File: src/rtl/memwait_pkg.sv
package memwait_pkg;
  localparam int ADDR_W   = 14;
  localparam int WAIT_W   = 3;
  localparam int NUM_DREG = 5;
  // exclusive upper bound of each waited data region, ascending
  localparam logic [ADDR_W-1:0] DM_BOUND [NUM_DREG] =
    '{14'h0400, 14'h0800, 14'h3000, 14'h3400, 14'h3800};

  typedef enum logic [1:0] {ST_IDLE, ST_STROBE, ST_DONE} seq_state_e;
endpackage

File: src/rtl/memwait_regs.sv
module memwait_regs
  import memwait_pkg::*;
#(
  parameter int WAIT_W_P = WAIT_W,
  parameter int NDREG_P  = NUM_DREG,
  localparam int DF_W    = NDREG_P * WAIT_W_P,
  localparam int CFG_W   = DF_W + 1
) (
  input  logic                clk,
  input  logic                rst,
  input  logic                map_sel,
  input  logic                boot_sel,
  input  logic                dcfg_we,
  input  logic [CFG_W-1:0]    dcfg_wdata,
  input  logic                pcfg_we,
  input  logic [WAIT_W_P-1:0] pcfg_wdata,
  output logic [WAIT_W_P-1:0] pwait,
  output logic [DF_W-1:0]     dwait,
  output logic                rom_en
);
  always_ff @(posedge clk) begin
    if (rst) begin
      pwait  <= '1;
      dwait  <= '1;
      rom_en <= map_sel & boot_sel;
    end else begin
      if (pcfg_we) pwait <= pcfg_wdata;
      if (dcfg_we) begin
        dwait  <= dcfg_wdata[DF_W-1:0];
        rom_en <= dcfg_wdata[CFG_W-1];
      end
    end
  end

  AST_ROM_HOLD: assert property (@(posedge clk) disable iff (rst)
    !dcfg_we |=> $stable(rom_en));
endmodule

File: src/rtl/memwait_decode.sv
module memwait_decode
  import memwait_pkg::*;
#(
  parameter int WAIT_W_P = WAIT_W,
  parameter int NDREG_P  = NUM_DREG,
  localparam int DF_W    = NDREG_P * WAIT_W_P
) (
  input  logic                req_pm,
  input  logic [ADDR_W-1:0]   req_addr,
  input  logic [WAIT_W_P-1:0] pwait,
  input  logic [DF_W-1:0]     dwait,
  output logic [WAIT_W_P-1:0] wsel
);
  always_comb begin
    wsel = '0;
    if (req_pm) begin
      wsel = pwait;
    end else begin
      // walk downward so the lowest matching region wins
      for (int k = NDREG_P - 1; k >= 0; k--) begin
        if (req_addr < DM_BOUND[k]) wsel = dwait[k*WAIT_W_P +: WAIT_W_P];
      end
    end
  end
endmodule

File: src/rtl/memwait_seq.sv
module memwait_seq
  import memwait_pkg::*;
#(
  parameter int WAIT_W_P = WAIT_W,
  localparam int RUN_W   = WAIT_W_P + 1
) (
  input  logic                clk,
  input  logic                rst,
  input  logic                req,
  input  logic                req_wr,
  input  logic [ADDR_W-1:0]   req_addr,
  input  logic [WAIT_W_P-1:0] wsel,
  output logic                rd_n,
  output logic                wr_n,
  output logic [ADDR_W-1:0]   mem_addr,
  output logic                busy,
  output logic                done
);
  seq_state_e          state;
  logic [WAIT_W_P-1:0] cnt;

  always_ff @(posedge clk) begin
    if (rst) begin
      state    <= ST_IDLE;
      cnt      <= '0;
      rd_n     <= 1'b1;
      wr_n     <= 1'b1;
      mem_addr <= '0;
      busy     <= 1'b0;
      done     <= 1'b0;
    end else begin
      case (state)
        ST_IDLE: begin
          done <= 1'b0;
          if (req) begin
            state    <= ST_STROBE;
            cnt      <= wsel;
            mem_addr <= req_addr;
            rd_n     <= req_wr;
            wr_n     <= ~req_wr;
            busy     <= 1'b1;
          end
        end
        ST_STROBE: begin
          if (cnt == '0) begin
            rd_n  <= 1'b1;
            wr_n  <= 1'b1;
            done  <= 1'b1;
            state <= ST_DONE;
          end else begin
            cnt <= cnt - 1'b1;
          end
        end
        default: begin
          done  <= 1'b0;
          busy  <= 1'b0;
          state <= ST_IDLE;
        end
      endcase
    end
  end

  // run-length monitor for the strobe
  logic             strb_low;
  logic [RUN_W-1:0] run;
  assign strb_low = ~rd_n | ~wr_n;
  always_ff @(posedge clk) begin
    if (rst)           run <= '0;
    else if (strb_low) run <= run + 1'b1;
    else               run <= '0;
  end

  AST_ONE_STROBE: assert property (@(posedge clk) disable iff (rst)
    !(!rd_n && !wr_n));
  AST_IDLE_QUIET: assert property (@(posedge clk) disable iff (rst)
    !busy |-> (rd_n && wr_n));
  AST_ADDR_STABLE: assert property (@(posedge clk) disable iff (rst)
    (strb_low && $past(strb_low)) |-> $stable(mem_addr));
  AST_DONE_SINGLE: assert property (@(posedge clk) disable iff (rst)
    done |=> !done);
  AST_DONE_AFTER_STROBE: assert property (@(posedge clk) disable iff (rst)
    done |-> (rd_n && wr_n && $past(strb_low)));
  AST_STROBE_BOUND: assert property (@(posedge clk) disable iff (rst)
    strb_low |-> (run < RUN_W'(1 << WAIT_W_P)));
endmodule

File: src/rtl/memwait_ctrl.sv
module memwait_ctrl
  import memwait_pkg::*;
#(
  parameter int WAIT_W_P = WAIT_W,
  parameter int NDREG_P  = NUM_DREG,
  localparam int DF_W    = NDREG_P * WAIT_W_P,
  localparam int CFG_W   = DF_W + 1
) (
  input  logic                clk,
  input  logic                rst,
  input  logic                map_sel,
  input  logic                boot_sel,
  input  logic                dcfg_we,
  input  logic [CFG_W-1:0]    dcfg_wdata,
  input  logic                pcfg_we,
  input  logic [WAIT_W_P-1:0] pcfg_wdata,
  input  logic                req,
  input  logic                req_wr,
  input  logic                req_pm,
  input  logic [ADDR_W-1:0]   req_addr,
  output logic                rd_n,
  output logic                wr_n,
  output logic [ADDR_W-1:0]   mem_addr,
  output logic                busy,
  output logic                done,
  output logic                rom_en
);
  logic [WAIT_W_P-1:0] pwait;
  logic [DF_W-1:0]     dwait;
  logic [WAIT_W_P-1:0] wsel;

  memwait_regs #(.WAIT_W_P(WAIT_W_P), .NDREG_P(NDREG_P)) u_regs (
    .clk(clk), .rst(rst), .map_sel(map_sel), .boot_sel(boot_sel),
    .dcfg_we(dcfg_we), .dcfg_wdata(dcfg_wdata),
    .pcfg_we(pcfg_we), .pcfg_wdata(pcfg_wdata),
    .pwait(pwait), .dwait(dwait), .rom_en(rom_en)
  );

  memwait_decode #(.WAIT_W_P(WAIT_W_P), .NDREG_P(NDREG_P)) u_dec (
    .req_pm(req_pm), .req_addr(req_addr),
    .pwait(pwait), .dwait(dwait), .wsel(wsel)
  );

  memwait_seq #(.WAIT_W_P(WAIT_W_P)) u_seq (
    .clk(clk), .rst(rst), .req(req), .req_wr(req_wr), .req_addr(req_addr),
    .wsel(wsel), .rd_n(rd_n), .wr_n(wr_n), .mem_addr(mem_addr),
    .busy(busy), .done(done)
  );
endmodule

File: config.mk
export PLATFORM = sky130hd
export DESIGN_NAME = memwait_ctrl
export DESIGN_NICKNAME = d
export VERILOG_FILES = /design/src/rtl/memwait_pkg.sv /design/src/rtl/memwait_regs.sv /design/src/rtl/memwait_decode.sv /design/src/rtl/memwait_seq.sv /design/src/rtl/memwait_ctrl.sv
export SDC_FILE = /design/constraint.sdc
export NUM_CORES = 1
export LEC_CHECK = 0
export ABC_AREA = 1
export BUFFER_PORTS_ARGS = -buffer_cell sky130_fd_sc_hd__buf_4
export CAP_MARGIN = 20
export CORE_MARGIN = 2
export CORE_UTILIZATION = 53
export DETAILED_ROUTE_END_ITERATION = 10
export MAX_ROUTING_LAYER = met4
export PLACE_DENSITY = 0.92
export SYNTH_ARGS = -nofsm -noshare
export SYNTH_HDL_FRONTEND = slang
export SYNTH_HIERARCHICAL = 1
export SYNTH_SLANG_ARGS = --single-unit
export TNS_END_PERCENT = 20
File: constraint.sdc
create_clock -name clk -period 1.6 [get_ports clk]
set_input_delay 0.08 -clock clk [delete_from_list [all_inputs] [get_ports clk]]
set_output_delay 0.08 -clock clk [all_outputs]
set_load 0.03 [all_outputs]
== Word-level counts from Yosys, hierarchy flattened ==
Cells that the tools add are included.
Cells by class
  bitwise logic cells: 3
  reductions and logical operators: 10
  magnitude comparators: 5
  equality and inequality tests: 4
  mux-type cells: 21
  add/subtract/negate cells: 1
Operators with widths (number)
  14-bit < comparator, second input constant: 3
  3-bit two-way mux: 8
  14-bit by 11-bit < comparator with 1-bit output, second input constant: 1
  14-bit by 12-bit < comparator with 1-bit output, second input constant: 1
  1-bit two-way mux: 6
  1-bit case mux with 2 select lines: 3
  3-bit case mux with 2 select lines: 1
  2-bit AND reduction: 3
  3-bit AND reduction: 2
  2-bit two-way mux: 2
  2-bit inequality test, second input constant: 2
  2-bit case mux with 2 select lines: 1
  2-bit nonzero test: 2
  3-bit zero test: 1
  3-bit by 1-bit subtractor with 3-bit output, second input constant: 1
  2-bit by 1-bit equality test with 1-bit output, second input constant: 1
  2-bit zero test: 1
  2-bit by 1-bit inequality test with 1-bit output, second input constant: 1
  1-bit NOT: 2
  2-bit OR reduction: 1
  1-bit AND: 1
Word-level totals
  output and inout bits: 19
  register bits after elaboration: 42
  logic and storage cells: 54

== Logic depth before layout (Yosys ltp) ==
  word-level depth: 9
  gate-level depth with buffers: 14

== Modules after synthesis ==
Netlist, hierarchy kept.
By module, submodules not included
  memwait_seq: cells an instance 131, area each 943.4 um^2, times used 1, sequential area each 460.4 um^2
  memwait_regs: cells an instance 85, area each 768.2 um^2, times used 1, sequential area each 390.4 um^2
  memwait_decode: cells an instance 63, area each 262.8 um^2, times used 1, sequential area each 0.0 um^2

== Worst setup path before layout ==
OpenSTA, ideal clock, no wires.
  path type: reg2reg
  from: register u_seq.cnt[0]
  to: register u_seq.cnt[2]
  slack: 0.539 ns
  data arrival time: 0.949 ns
  cell stages (with the launch flop): 9
  library setup time: 0.111 ns
  cell sequence: dfxtp_1 inv_1 ha_1 inv_1 nor2_1 nor2_1 nor2_2 nor2_1 nor2_1
Between the ends
  word-level cells in the longest chain between the ends: 3
  elaborated cells between the ends (all ways): 6
  those cells by class: 1 x add/sub; 1 x eq/ne; 2 x mux; 2 x reduce/logical
Ends and longest elaborated chain
  start: declaration: line memwait_seq.sv:20  | logic [WAIT_W_P-1:0] cnt;
  start signal: assignment: line memwait_seq.sv:37  | cnt <= wsel;
  start signal: assignment: line memwait_seq.sv:51  | cnt <= cnt - 1'b1;
  3-bit by 1-bit subtractor with 3-bit output / 3-bit zero test (equally long branches): line memwait_seq.sv:51, memwait_seq.sv:45
  3-bit two-way mux / 2-bit inequality test (equally long branches)
  3-bit case mux with 2 select lines / 3-bit AND reduction (equally long branches)
Parallel ways exist; a longest one is shown, timed or not. The select of a mux whose other input is x is not followed.
A chain may end at the register's enable or synchronous reset.

== Worst setup path in the final report ==
  from: input rst
  to: register u_regs.dwait[7]
RTL lines
  start: declaration: line memwait_ctrl.sv:10  | input logic rst,
  end signal: assignment: line memwait_regs.sv:29  | dwait <= dcfg_wdata[DF_W-1:0];
  end: declaration: line memwait_regs.sv:18  | output logic [DF_W-1:0] dwait,
No word-level cell between the ends.

==> results.txt <==
----------------------------------------------------
[Status]
  Status ... finished clean

[Synthesis]
  Netlist area before placement ... between 1500 and 2000 um^2
  Mapped Nets ... 323
  Number of distinct library cell variants in the gate-level netlist after synthesis ... 23
  Flop and latch count out of synthesis ... 42
  Gate Count Post-Synth ... 279
  Average cell area after synthesis ... 7.08 um^2
  Number of warning messages in the yosys log ... 6
  Post-synthesis sequential area ratio ... 0.431

[Setup path]
  Critical path startpoint category ... input port
  Biggest cell delay along the critical path ... 0.54 ns
  Largest delay contributor family on the critical path ... buffers and inverters
  Max stage delay cell, worst path ... sky130_fd_sc_hd__dlygate4sd3_1
  Data arrival time at the worst-slack endpoint ... 1.44 ns
  CP Cell Sequence ... dlygate4sd3_1, buf_4, inv_1, buf_4, nand3_2
  Critical path fanouts, max ... 13
  Category of the most critical setup path ... in -> reg
  Type of element capturing the critical path ... flop
  Worst path most repeated cell ... sky130_fd_sc_hd__buf_4
  Critical path buffers and inverters ... 4
  WP data required ... 1.79 ns

[Global routing]
  Routing layer with the top usage in global route ... met2
  Number of global-route vias before repair ... 1866
  Antenna violations before repair ... 0
  GR Layer Usage met3 ... 0.0694
  Residual overflow from global routing ... 0
  Pin count of the biggest net entering global routing ... 21
  Global routing met2 resource utilization ... 0.454
  Met1 usage ... 0.243
  First-pass GRT wire length ... ~7700 um
  Total Routing Usage GR ... 0.245

[Layout]
  Area Overhead vs Synth ... 36.1%
  Fraction of layout instances using a drive strength above 1 ... 0.282
  Total inserted antenna cells ... 0
  Post-layout util ... 0.740
  Final-stage net count ... 398

[Timing]
  Setup tns final ... 0 ns
  Post-route setup slack ... between 0.3 and 0.4 ns
  Tightest slew margin relative to the limit ... 0.640
  Final-report max-slew violation count ... 0
  Setup violations, final ... 0
  RSZ-0062 raised after global routing ... no
  Final worst clock skew ... between 0.007 and 0.008 ns
  Share of the cycle needed by the critical path after routing ... 0.785
  Clock period minus final worst setup slack ... about 1.3 ns
  Highest clock rate ... 796 MHz
  Hold violation count in the final report ... 0
  Worst-Margin Slew ... about 0.54 ns

[Die]
  Number of primary I/O pins ... 61
  # rows ... 22
  Core area ... about 3600 um^2
  Horizontal die dimension ... 65.0 um
  Die area ... 4230 um^2
  Chip Height ... 65.0 um
  Effective utilization at floorplan ... 0.543

[Routing]
  Via density ... 4.82
  Detailed Routing Iterations Pass 1 ... 5
  Number of DRC violations after detailed routing ... 0
  Vias after detailed routing ... 1942
  Post-detailed-route wirelength per cell ... 11.3 um
  Number of DRC markers in iteration 0 ... roughly 120
  Antenna viol nets, final ... 0
  Routed Wire Length ... 4530 um

[Pwr]
  Part of the power in registers ... 0.446
  Worst supply voltage drop on vdd ... roughly 0.00064 V
  Int Power ... 0.00191 W
  Power per Cell Area ... about 1000 nW/um^2
  Net Switching ... 0.000805 W
  Leakage power of the design ... 1.40 nW
  Combinational cell fraction of total power ... 0.252
  Design Power ... 0.00271 W
  Clock network fraction of design power ... 0.301
  Switching fraction of total power ... 0.297

[Placed design]
  Port-buffer cells ... 60
  Worst slack at placement ... 0.352 ns
  Post-detail-place hpwl ... 3110 um
  Global placement routability congestion ... 0.823

[Clock network]
  Clock transition time at the flip-flop clock pins of the worst setup and hold paths ... 0.08 ns
  Number of clock buffers inserted by TritonCTS ... 5
  Clock sink count ... 42
  CTS tree ... built
  Root Driver ... sky130_fd_sc_hd__clkbuf_8
  Total setup buffers inserted after CTS ... 0
  Clk buf depth ... 2
  Deepest level of the CTS H-tree ... 2
  Clock latency on the worst-skew pair ... 0.30 ns

[Job]
  # Max-Cap Violations ... 0

[Hold path]
  Hold Crit Class ... in -> reg

----------------------------------------------------
[power groups by stage]
stage | Combinational, W | Sequential (W) | Clock, W
after floorplan | 0.000341 | 0.00133 | 0
after global placement | 0.000633 | 0.00123 | 0
after detailed placement | 0.000647 | 0.00123 | 0
after CTS | 0.000683 | 0.00121 | 0.000836
after global routing | 0.000764 | 0.00122 | 0.000873
final | 0.000684 | 0.00121 | 0.000817
[metal layers]
layer / vias to the layer above / share of wire / wire length, um
met5: - / 0 / 0
met4: 0 / 0.018 / 83
met3: 8 / 0.077 / 348
met2: 69 / 0.50 / 2290
met1: 858 / 0.40 / 1820
li1: 1007 / - / -
[worst paths after layout]
| check | slack, ns | start | cells past startpoint | endpoint |
|---|---|---|---|---|
| min | 0.02 | dcfg_wdata[7] | 3 | u_regs/dwait[7] |
| min reg2reg | 0.47 | u_regs/pwait[1] | 2 | u_regs/pwait[1] |
| max | 0.34 | rst | 5 | u_regs/dwait[7] |
| max reg2reg | 0.38 | u_regs/dwait[12] | 12 | u_seq/cnt[0] |
[registers in the layout (all words and copies together) (netlist names)]
signal	cells
u_regs/rom_en	1
u_seq/mem_addr	14
u_regs/pwait	3
u_seq/wr_n	1
u_seq/state	2
u_seq/done	1
u_regs/dwait	15
u_seq/cnt	3
u_seq/rd_n	1
u_seq/busy	1
[area by class of cell]
cell class                 instances  area (um^2)
fill                             296          946
tap                               48         60.1
multi-input combinational        201          940
timing repair buffer              78          628
inverter                          26          103
sequential                        42          851
clock buffer                       7         76.3
clock inverter                     1         30.0
[worst register-to-register path, cell delays in order (launching register included)]
cell and delay [ns]:
sky130_fd_sc_hd__dfxtp_1 0.36, sky130_fd_sc_hd__nor2_1 0.06, sky130_fd_sc_hd__nor2_1 0.11, sky130_fd_sc_hd__nand2_1 0.08
sky130_fd_sc_hd__nand2_1 0.07, sky130_fd_sc_hd__nand2_1 0.06, sky130_fd_sc_hd__a21oi_2 0.10, sky130_fd_sc_hd__inv_1 0.04
sky130_fd_sc_hd__nand2_1 0.05, sky130_fd_sc_hd__nand2_1 0.05, sky130_fd_sc_hd__nand2_1 0.05, sky130_fd_sc_hd__nand2_1 0.04
sky130_fd_sc_hd__nor2_1 0.09
[synthesized netlist by cell type]
cell | number | area, um^2
sky130_fd_sc_hd__dfxtp_1 | 41 | 821
sky130_fd_sc_hd__nand3_1 | 19 | 95.1
sky130_fd_sc_hd__nor2_2 | 2 | 12.5
sky130_fd_sc_hd__buf_2 | 4 | 20.0
sky130_fd_sc_hd__a21oi_2 | 3 | 26.3
sky130_fd_sc_hd__o21ai_0 | 15 | 75.1
sky130_fd_sc_hd__buf_1 | 1 | 3.75
sky130_fd_sc_hd__nor3_1 | 1 | 5.00
sky130_fd_sc_hd__a21oi_1 | 1 | 5.00
sky130_fd_sc_hd__nor2_4 | 1 | 11.3
sky130_fd_sc_hd__nor2_1 | 51 | 191
sky130_fd_sc_hd__buf_6 | 2 | 22.5
sky130_fd_sc_hd__buf_12 | 1 | 20.0
sky130_fd_sc_hd__ha_1 | 2 | 25.0
sky130_fd_sc_hd__nand3_2 | 10 | 100
sky130_fd_sc_hd__buf_4 | 2 | 15.0
sky130_fd_sc_hd__or2_2 | 1 | 6.26
sky130_fd_sc_hd__inv_1 | 22 | 82.6
sky130_fd_sc_hd__nand2_2 | 12 | 75.1
sky130_fd_sc_hd__edfxtp_1 | 1 | 30.0
sky130_fd_sc_hd__nand2_1 | 83 | 312
sky130_fd_sc_hd__inv_6 | 1 | 8.76
sky130_fd_sc_hd__inv_2 | 3 | 11.3
[placed cells by master, fill, tap and decap left out, drive strengths merged]
master	netlist	routed
a21oi	4	4
buf	10	61
bufinv	0	1
clkbuf	0	7
dfxtp	41	41
dlygate4sd3	0	17
edfxtp	1	1
ha	2	2
inv	26	26
nand2	95	95
nand3	29	29
nor2	54	54
nor3	1	1
o21ai	15	15
or2	1	1
[cells by family after synthesis]
| logic type | count (synthesis) | synth area share |
|---|---|---|
| AOI/OAI and AO/OA | 19 | 0.0539 |
| adders and majority gates | 2 | 0.0127 |
| buffers and inverters | 36 | 0.0932 |
| DFF | 42 | 0.431 |
| and+or+nand+nor | 180 | 0.409 |
[timing repair]
item                                   in CTS  in global routing
gates resized for setup                     0                  0
setup endpoints to repair                   0                  0
hold buffers                               17                  0
endpoints found under the hold margin      18                  0
[metrics by stage]
stage	hold slack, ns	area (um^2)	std cells
after floorplan	0.152	1970	279
after global placement	0.292	2410	378
after detailed placement	0.296	2410	378
after CTS	0.00395	2690	403
after global routing	0.0170	2690	403
final	0.0157	2690	403
Power figures use the tool's default switching activity.
